`config.mk`:
```
export PLATFORM = sky130hd
export DESIGN_NAME = flash_op_ctrl
export DESIGN_NICKNAME = d
export VERILOG_FILES = /design/src/rtl/flash_ctl_pkg.sv /design/src/rtl/flash_op_decode.sv /design/src/rtl/flash_op_seq.sv /design/src/rtl/flash_op_ctrl.sv
export SDC_FILE = /design/constraint.sdc
export NUM_CORES = 1
export LEC_CHECK = 0
export ABC_CLOCK_PERIOD_IN_PS = 2560
export BUFFER_PORTS_ARGS = -buffer_cell sky130_fd_sc_hd__clkbuf_2
export CORE_MARGIN = 2
export CORE_UTILIZATION = 46
export CTS_BUF_LIST = sky130_fd_sc_hd__clkbuf_16
export DETAILED_ROUTE_END_ITERATION = 10
export GPL_ROUTABILITY_DRIVEN = 0
export GPL_TIMING_DRIVEN = 1
export HOLD_SLACK_MARGIN = 0.02
export PLACE_DENSITY = 0.8
export SETUP_SLACK_MARGIN = 0.3
export SLEW_MARGIN = 20
export SYNTH_ARGS = -nofsm -noshare
export SYNTH_HDL_FRONTEND = slang
export SYNTH_HIERARCHICAL = 1
export SYNTH_SLANG_ARGS = --single-unit
```
`constraint.sdc`:
```
create_clock -name clk -period 2.56 [get_ports clk]
set_input_delay 0.256 -clock clk [delete_from_list [all_inputs] [get_ports clk]]
set_output_delay 0.256 -clock clk [all_outputs]
set_load 0.005 [all_outputs]
```
`src/rtl/flash_ctl_pkg.sv`:
```
package flash_ctl_pkg;
    localparam int CW_W      = 16;
    localparam int CODE_W    = 4;
    localparam int KIND_W    = 4;
    localparam int BIT_START = 15;
    localparam int BIT_WREN  = 14;
    localparam int BIT_ERR   = 13;
    localparam int BIT_ERASE = 6;

    typedef enum logic [KIND_W-1:0] {
        KIND_NONE       = 4'd0,
        KIND_CFG_PROG   = 4'd1,
        KIND_ROW_PROG   = 4'd2,
        KIND_WORD_PROG  = 4'd3,
        KIND_CFG_ERASE  = 4'd4,
        KIND_PAGE_ERASE = 4'd5,
        KIND_SEC_ERASE  = 4'd6,
        KIND_GEN_ERASE  = 4'd7,
        KIND_BULK_ERASE = 4'd8
    } op_kind_e;

    typedef struct packed {
        logic              wren;
        logic              err;
        logic              erase;
        logic [CODE_W-1:0] code;
    } ctl_fields_t;

    typedef struct packed {
        logic     busy;
        logic     pulse;
        op_kind_e kind;
    } seq_state_t;
endpackage

```
`src/rtl/flash_op_decode.sv`:
```
module flash_op_decode
    import flash_ctl_pkg::*;
(
    input  logic              erase,
    input  logic [CODE_W-1:0] code,
    output op_kind_e          kind,
    output logic              legal
);
    always_comb begin
        kind = KIND_NONE;
        if (erase) begin
            unique case (code)
                4'b1111: kind = KIND_BULK_ERASE;
                4'b1101: kind = KIND_GEN_ERASE;
                4'b1100: kind = KIND_SEC_ERASE;
                4'b0010: kind = KIND_PAGE_ERASE;
                4'b0000: kind = KIND_CFG_ERASE;
                default: kind = KIND_NONE;
            endcase
        end else begin
            unique case (code)
                4'b0011: kind = KIND_WORD_PROG;
                4'b0001: kind = KIND_ROW_PROG;
                4'b0000: kind = KIND_CFG_PROG;
                default: kind = KIND_NONE;
            endcase
        end
        legal = (kind != KIND_NONE);
    end
endmodule

```
`src/rtl/flash_op_seq.sv`:
```
module flash_op_seq
    import flash_ctl_pkg::*;
(
    input  logic     clk,
    input  logic     por_n,
    input  logic     start_req,
    input  logic     start_ok,
    input  op_kind_e kind_in,
    input  logic     op_done,
    output logic     busy,
    output logic     start_pulse,
    output op_kind_e kind_out,
    output logic     bad_attempt
);
    seq_state_t s_d, s_q;

    always_comb begin
        s_d         = s_q;
        s_d.pulse   = 1'b0;
        bad_attempt = 1'b0;
        if (s_q.busy && op_done) begin
            s_d.busy = 1'b0;
        end
        if (start_req) begin
            if (s_q.busy || !start_ok) begin
                bad_attempt = 1'b1;
            end else begin
                s_d.busy  = 1'b1;
                s_d.pulse = 1'b1;
                s_d.kind  = kind_in;
            end
        end
    end

    always_ff @(posedge clk or negedge por_n) begin
        if (!por_n) begin
            s_q <= '{busy: 1'b0, pulse: 1'b0, kind: KIND_NONE};
        end else begin
            s_q <= s_d;
        end
    end

    assign busy        = s_q.busy;
    assign start_pulse = s_q.pulse;
    assign kind_out    = s_q.kind;
endmodule

```
`src/rtl/flash_op_ctrl.sv`:
```
module flash_op_ctrl
    import flash_ctl_pkg::*;
(
    input  logic              clk,
    input  logic              por_n,
    input  logic              bus_we,
    input  logic [CW_W-1:0]   bus_wdata,
    output logic [CW_W-1:0]   bus_rdata,
    output logic              op_start,
    output logic [KIND_W-1:0] op_kind,
    input  logic              op_done
);
    ctl_fields_t f_d, f_q;

    logic     w_start, w_wren, w_err, w_erase;
    logic [CODE_W-1:0] w_code;
    op_kind_e dec_kind, seq_kind;
    logic     dec_legal, busy, bad_attempt;
    logic     unused_wbits;

    assign w_start = bus_wdata[BIT_START];
    assign w_wren  = bus_wdata[BIT_WREN];
    assign w_err   = bus_wdata[BIT_ERR];
    assign w_erase = bus_wdata[BIT_ERASE];
    assign w_code  = bus_wdata[CODE_W-1:0];
    assign unused_wbits = ^{bus_wdata[BIT_ERR-1:BIT_ERASE+1],
                            bus_wdata[BIT_ERASE-1:CODE_W]};

    flash_op_decode u_dec (
        .erase (w_erase),
        .code  (w_code),
        .kind  (dec_kind),
        .legal (dec_legal)
    );

    flash_op_seq u_seq (
        .clk         (clk),
        .por_n       (por_n),
        .start_req   (bus_we && w_start),
        .start_ok    (w_wren && dec_legal),
        .kind_in     (dec_kind),
        .op_done     (op_done),
        .busy        (busy),
        .start_pulse (op_start),
        .kind_out    (seq_kind),
        .bad_attempt (bad_attempt)
    );

    always_comb begin
        f_d = f_q;
        if (bus_we) begin
            f_d.wren  = w_wren;
            f_d.erase = w_erase;
            f_d.code  = w_code;
            f_d.err   = f_q.err & w_err;
        end
        if (bad_attempt) begin
            f_d.err = 1'b1;
        end
    end

    always_ff @(posedge clk or negedge por_n) begin
        if (!por_n) begin
            f_q <= '0;
        end else begin
            f_q <= f_d;
        end
    end

    always_comb begin
        bus_rdata                  = '0;
        bus_rdata[BIT_START]       = busy;
        bus_rdata[BIT_WREN]        = f_q.wren;
        bus_rdata[BIT_ERR]         = f_q.err;
        bus_rdata[BIT_ERASE]       = f_q.erase;
        bus_rdata[CODE_W-1:0]      = f_q.code;
    end

    assign op_kind = seq_kind;
endmodule

```
Yosys cells after proc, flatten, opt, wreduce, memory -nomap -nowiden. Cells that the tools add are included.

Equality and inequality tests: 6. Muxes and demuxes: 10. Bitwise logic cells: 2. Reductions and logical operators: 9.

Operator list (count): one-hot mux 4 bit (5 select lines) (1); 2-to-1 mux 6 bit (3); equality test 4 bit, second input constant (3); equality test 4 x 2 -> 1 bit, second input constant (2); one-hot mux 2 bit (3 select lines) (1); equality test 4 x 1 -> 1 bit, second input constant (1); logical NOT 4 bit (1); 2-to-1 mux 1 bit (4); 2-to-1 mux 4 bit (1); nonzero test 4 bit (1); logical AND 1 bit (3); AND reduction 2 bit (1); nonzero test 2 bit (1); AND 1 bit (1); logical NOT 1 bit (1); logical OR 1 bit (1); NOT 1 bit (1).

Register bits after elaboration: 13. Bits of input ports: 20. Output and inout bits: 21. Word-level logic and storage cells: 34.

Depth between registers and ports, before layout.
Depth in word-level cells: 10. Depth in mapped cells: 6. Mapped depth without buffers: 6.

Hierarchy. The synthesis kept the hierarchy.

Modules (own cells, without submodules): flash_op_ctrl (times used 1, cells an instance 28, area each 374.1 µm², sequential area each 175.2 µm²); flash_op_seq (times used 1, cells an instance 15, area each 250.2 µm², sequential area each 150.1 µm²); flash_op_decode (times used 1, cells an instance 18, area each 110.1 µm², sequential area each 0.0 µm²).

Worst setup path before layout. OpenSTA, ideal clock, no wires.

Path kind: input -> register. From: input port bus_wdata[2]. To: register u_seq.s_q (netlist bit u_seq/kind_out[0]). Library setup time: 0.125 ns. Arrival: 1.458 ns. Slack: 0.977 ns. Cell stages on the path: 6. Buffers on the path: 0. Cell sequence: or3_1 > o21ai_0 > a22o_1 > and2_1 > nand3b_4 > mux2_4.

Word-level cells in the longest chain between the ends: 9.

Ends and longest elaborated chain: from (decl) (RTL line flash_op_ctrl.sv:7) `input logic [CW_W-1:0] bus_wdata,`; equality test 4 x 2 -> 1 bit, or another cell as far along (RTL line flash_op_decode.sv:12) `unique case (code)`; one-hot mux 4 bit (5 select lines) / one-hot mux 2 bit (3 select lines) (equally long branches) (RTL line flash_op_decode.sv:12, flash_op_decode.sv:21); 2-to-1 mux 4 bit (*) (RTL line flash_op_decode.sv:11) `if (erase) begin`; nonzero test 4 bit (*) (RTL line flash_op_decode.sv:28) `legal = (kind != KIND_NONE);`; via dec_legal (RTL line flash_op_ctrl.sv:18) `logic dec_legal, busy, bad_attempt;`; logical AND 1 bit (*) (RTL line flash_op_ctrl.sv:40) `.start_ok (w_wren && dec_legal),`; logical NOT 1 bit (*) (RTL line flash_op_seq.sv:25) `if (s_q.busy || !start_ok) begin`; logical OR 1 bit (*) (RTL line flash_op_seq.sv:25); NOT 1 bit (no source line) (*); AND reduction 2 bit (no source line) (*); to (signal assigned) (RTL line flash_op_seq.sv:37) `s_q <= '{busy: 1'b0, pulse: 1'b0, kind: KIND_NONE};`; to (decl) (RTL line flash_op_seq.sv:15) `seq_state_t s_d, s_q;`.

Mark *: on every way through the listed nets, which the timed path passes. The rest lies on a longest branch. A chain may end at the register's enable or synchronous reset.

Worst setup path after layout.
From: input port bus_wdata[2]. To: register u_seq.s_q (netlist bit u_seq/kind_out[3]).

The elaborated chain is that of the path after synthesis.

==> results.md <==
- Outcome: finished clean
- First-pass GRT wire length: ~2000 µm
- Hold_buf cts: 1
- Pint: just under 500 µW
- Clock buffer depth: 2
- Static Leak: roughly 0.00052 µW
- Min Tclk post-route: ~1600 ps
- Port bufs: 24
- Peak supply drop: around 0.42 mV
- Max Fclk: 624.4 MHz
- Router iterations before antenna repair: 4
- Ant. Diodes: 0
- Commonest non-fill, non-tap cells in the layout: clkbuf_2, dfrtp_1, mux2_4
- Number of distinct library cells after synthesis: 22
- CTS root buf: clkbuf_16
- Nature of the critical path startpoint: input pin
- Largest net degree at the start of global routing: 14
- Grt peak-use layer: met2
- Post-Synthesis Cell Area: approximately 730 µm²
- Required @ worst endpoint: roughly 2700 ps
- Gr usage total: around 15%
- Yosys warns: 6
- Initial antenna violation count: 0
- Filler instances: around 120
- Vias: roughly 500
- Met1 usage: between 15 and 20%
- Seq pwr share: between 30 and 40%
- Area growth, synth to finish: 24.02%
- M2 GR Usage: 25.59%
- Dpl hpwl: roughly 940 µm
- DR WL/cell: roughly 13 µm
- Area leader, netlist: dfrtp_1
- Width of the die: around 44 µm
- H-tree depth: 1
- Die area: 0.001932 mm²
- Top cells by area, synth: dfrtp_1, mux2_4, buf_4
- Cell Rows: 14
- CP Class: in2reg
- Worst min path class: in2reg
- I/O pin count: 41
- Routed Antenna Nets: 0
- Clock Sinks: 13
- Crit end category: register
- Synth top area share: 44.29%
- Final worst setup slack: between 900 and 1000 ps
- Synth Instances: a little over 60
- Via density: roughly 4.9
- Setup Buffers After CTS: 0
- CTS tree: yes
- Clock share of power: about 47%
- Post-route insts no fill: slightly above 100
- Combinational share of power: approximately 15%
- Met3 Usage GRT: around 6.3%
- Worst-skew pair later-pin latency: around 240 ps
- #FFs+latches synth: 13
- Placed insts: 98
- Nets: 108
- Sw frac: a little over a fifth
- Seq/Total Area, Yosys: between 40 and 50%
- CTS clk-pin slew, worst paths: 40 ps
- Slew Limit Fails: 0
- Max-cap violations: 0
- DR iter-0 viols: 7
- Starting Density: between 40% and 50%
- CP Max Fanout: 7
- Final Setup Violations: 0
- Fraction of layout cells with a size suffix above 1: between 40 and 50%
- Syn_area_per_cell: between 10 and 15 µm²
- CTS buffer count: 3
- PwrDens: approximately 670 mW/mm²
- Final hold vios: 0
- Most common cell after layout, fill and taps aside: clkbuf_2
- Skew final: around 1.3 ps
- Final TNS setup: 0 ps
- Post-Route WL: between 1000 and 1500 µm
- Worst EP arrival: between 1500 and 2000 ps
- Tot Pwr: around 610 µW
- Die Y: 43.96 µm
- Pre-CTS setup slack: around 740 ps
- Sw power: 130.6 µW
- Total grt overflow: 0
- PostCTS Resize Cnt: 0
- Final period util: 62.56%
- Vias in the first global route: 443
- Storage element area: approximately 330 µm²
- Core ar.: about 0.0015 mm²
- Final Util: 60.47%
- Multi-input logic area: 349.1 µm²
- RSZ-0062 raised after global routing: no
- DR DRC count: 0
## critical path, stage by stage
cell and delay (ps):
clkbuf_2 130, or3_1 410, o21ai_0 90, a22o_1 160, and2_1 200, nand3b_4 150
mux2_4 320
## cell usage after synthesis (all sizes together)
library cell and n:
or3 1, nand3 1, and2 3, dfrtp 13
nand2b 2, buf 10, nor2 2, a21o 1
conb 1, inv 2, o2bb2ai 1, a21boi 1
nand2 2, o21ai 5, o32ai 1, xor2 1
or4b 1, nand3b 1, nor2b 1, a22o 1
mux2 10
## per-stage QoR
stage	area (µm²)	hold WS, ps
2_1_floorplan	760.7	-39.59
3_3_place_gp	822.0	161.1
3_5_place_dp	822.0	167.3
4_1_cts	910.9	200.6
5_1_grt	910.9	216.1
6_report	910.9	208.3
## area by class of cell
type / count / share of cell area (%)
multi-input cells: 43 / 38.32
flip-flops and latches: 13 / 35.71
repair buffers: 25 / 14.29
clock buffers: 3 / 8.242
well taps: 16 / 2.198
inverters: 2 / 0.8242
clock inverters: 1 / 0.4121
## path summary, 6_finish.rpt
path | endpoint | cells past startpoint | startpoint | slack [ps]
min in group asynchronous | bus_rdata[6] | 2 | por_n | 450
max reg2reg | u_seq/kind_out[3] | 2 | u_seq/busy | 1510
min reg2reg | bus_rdata[13] | 1 | bus_rdata[13] | 470
max in group asynchronous | bus_rdata[1] | 2 | por_n | 1870
max | u_seq/kind_out[3] | 7 | bus_wdata[2] | 960
min | u_seq/busy | 2 | op_done | 210
## power groups by stage
stage                     clock [µW]  combinational, µW  sequential, µW
after floorplan                    0               58.0             240
after global placement             0               88.6             238
after detailed placement           0               90.5             238
after CTS                        297               92.7             236
after global routing             308                102             238
final                            286               91.7             236
## layer usage
layer	up-vias	wire [µm]	share of wire, %
met5	-	0	0
li1	245	-	-
met4	0	0	0
met2	20	693	52
met3	0	83	6.2
met1	238	568	42
## sequential cells by signal, summed over array words and instances (netlist names)
register	flops
u_seq/kind_out	4
u_seq/busy	1
u_seq/start_pulse	1
bus_rdata	7
## cell families (layout without fill, tap and decap cells)
kind of cell,count (synthesis),in the layout,share of synthesized area (%)
other,1,8,0.5106
xor gates and xnor gates,1,1,1.193
and+or+nand+nor,14,14,12.78
AOI/OAI and AO/OA,10,10,9.030
muxes,10,10,20.44
DFF,13,13,44.29
buffers and inverters,12,31,11.75
Power figures use the tool's default switching activity.
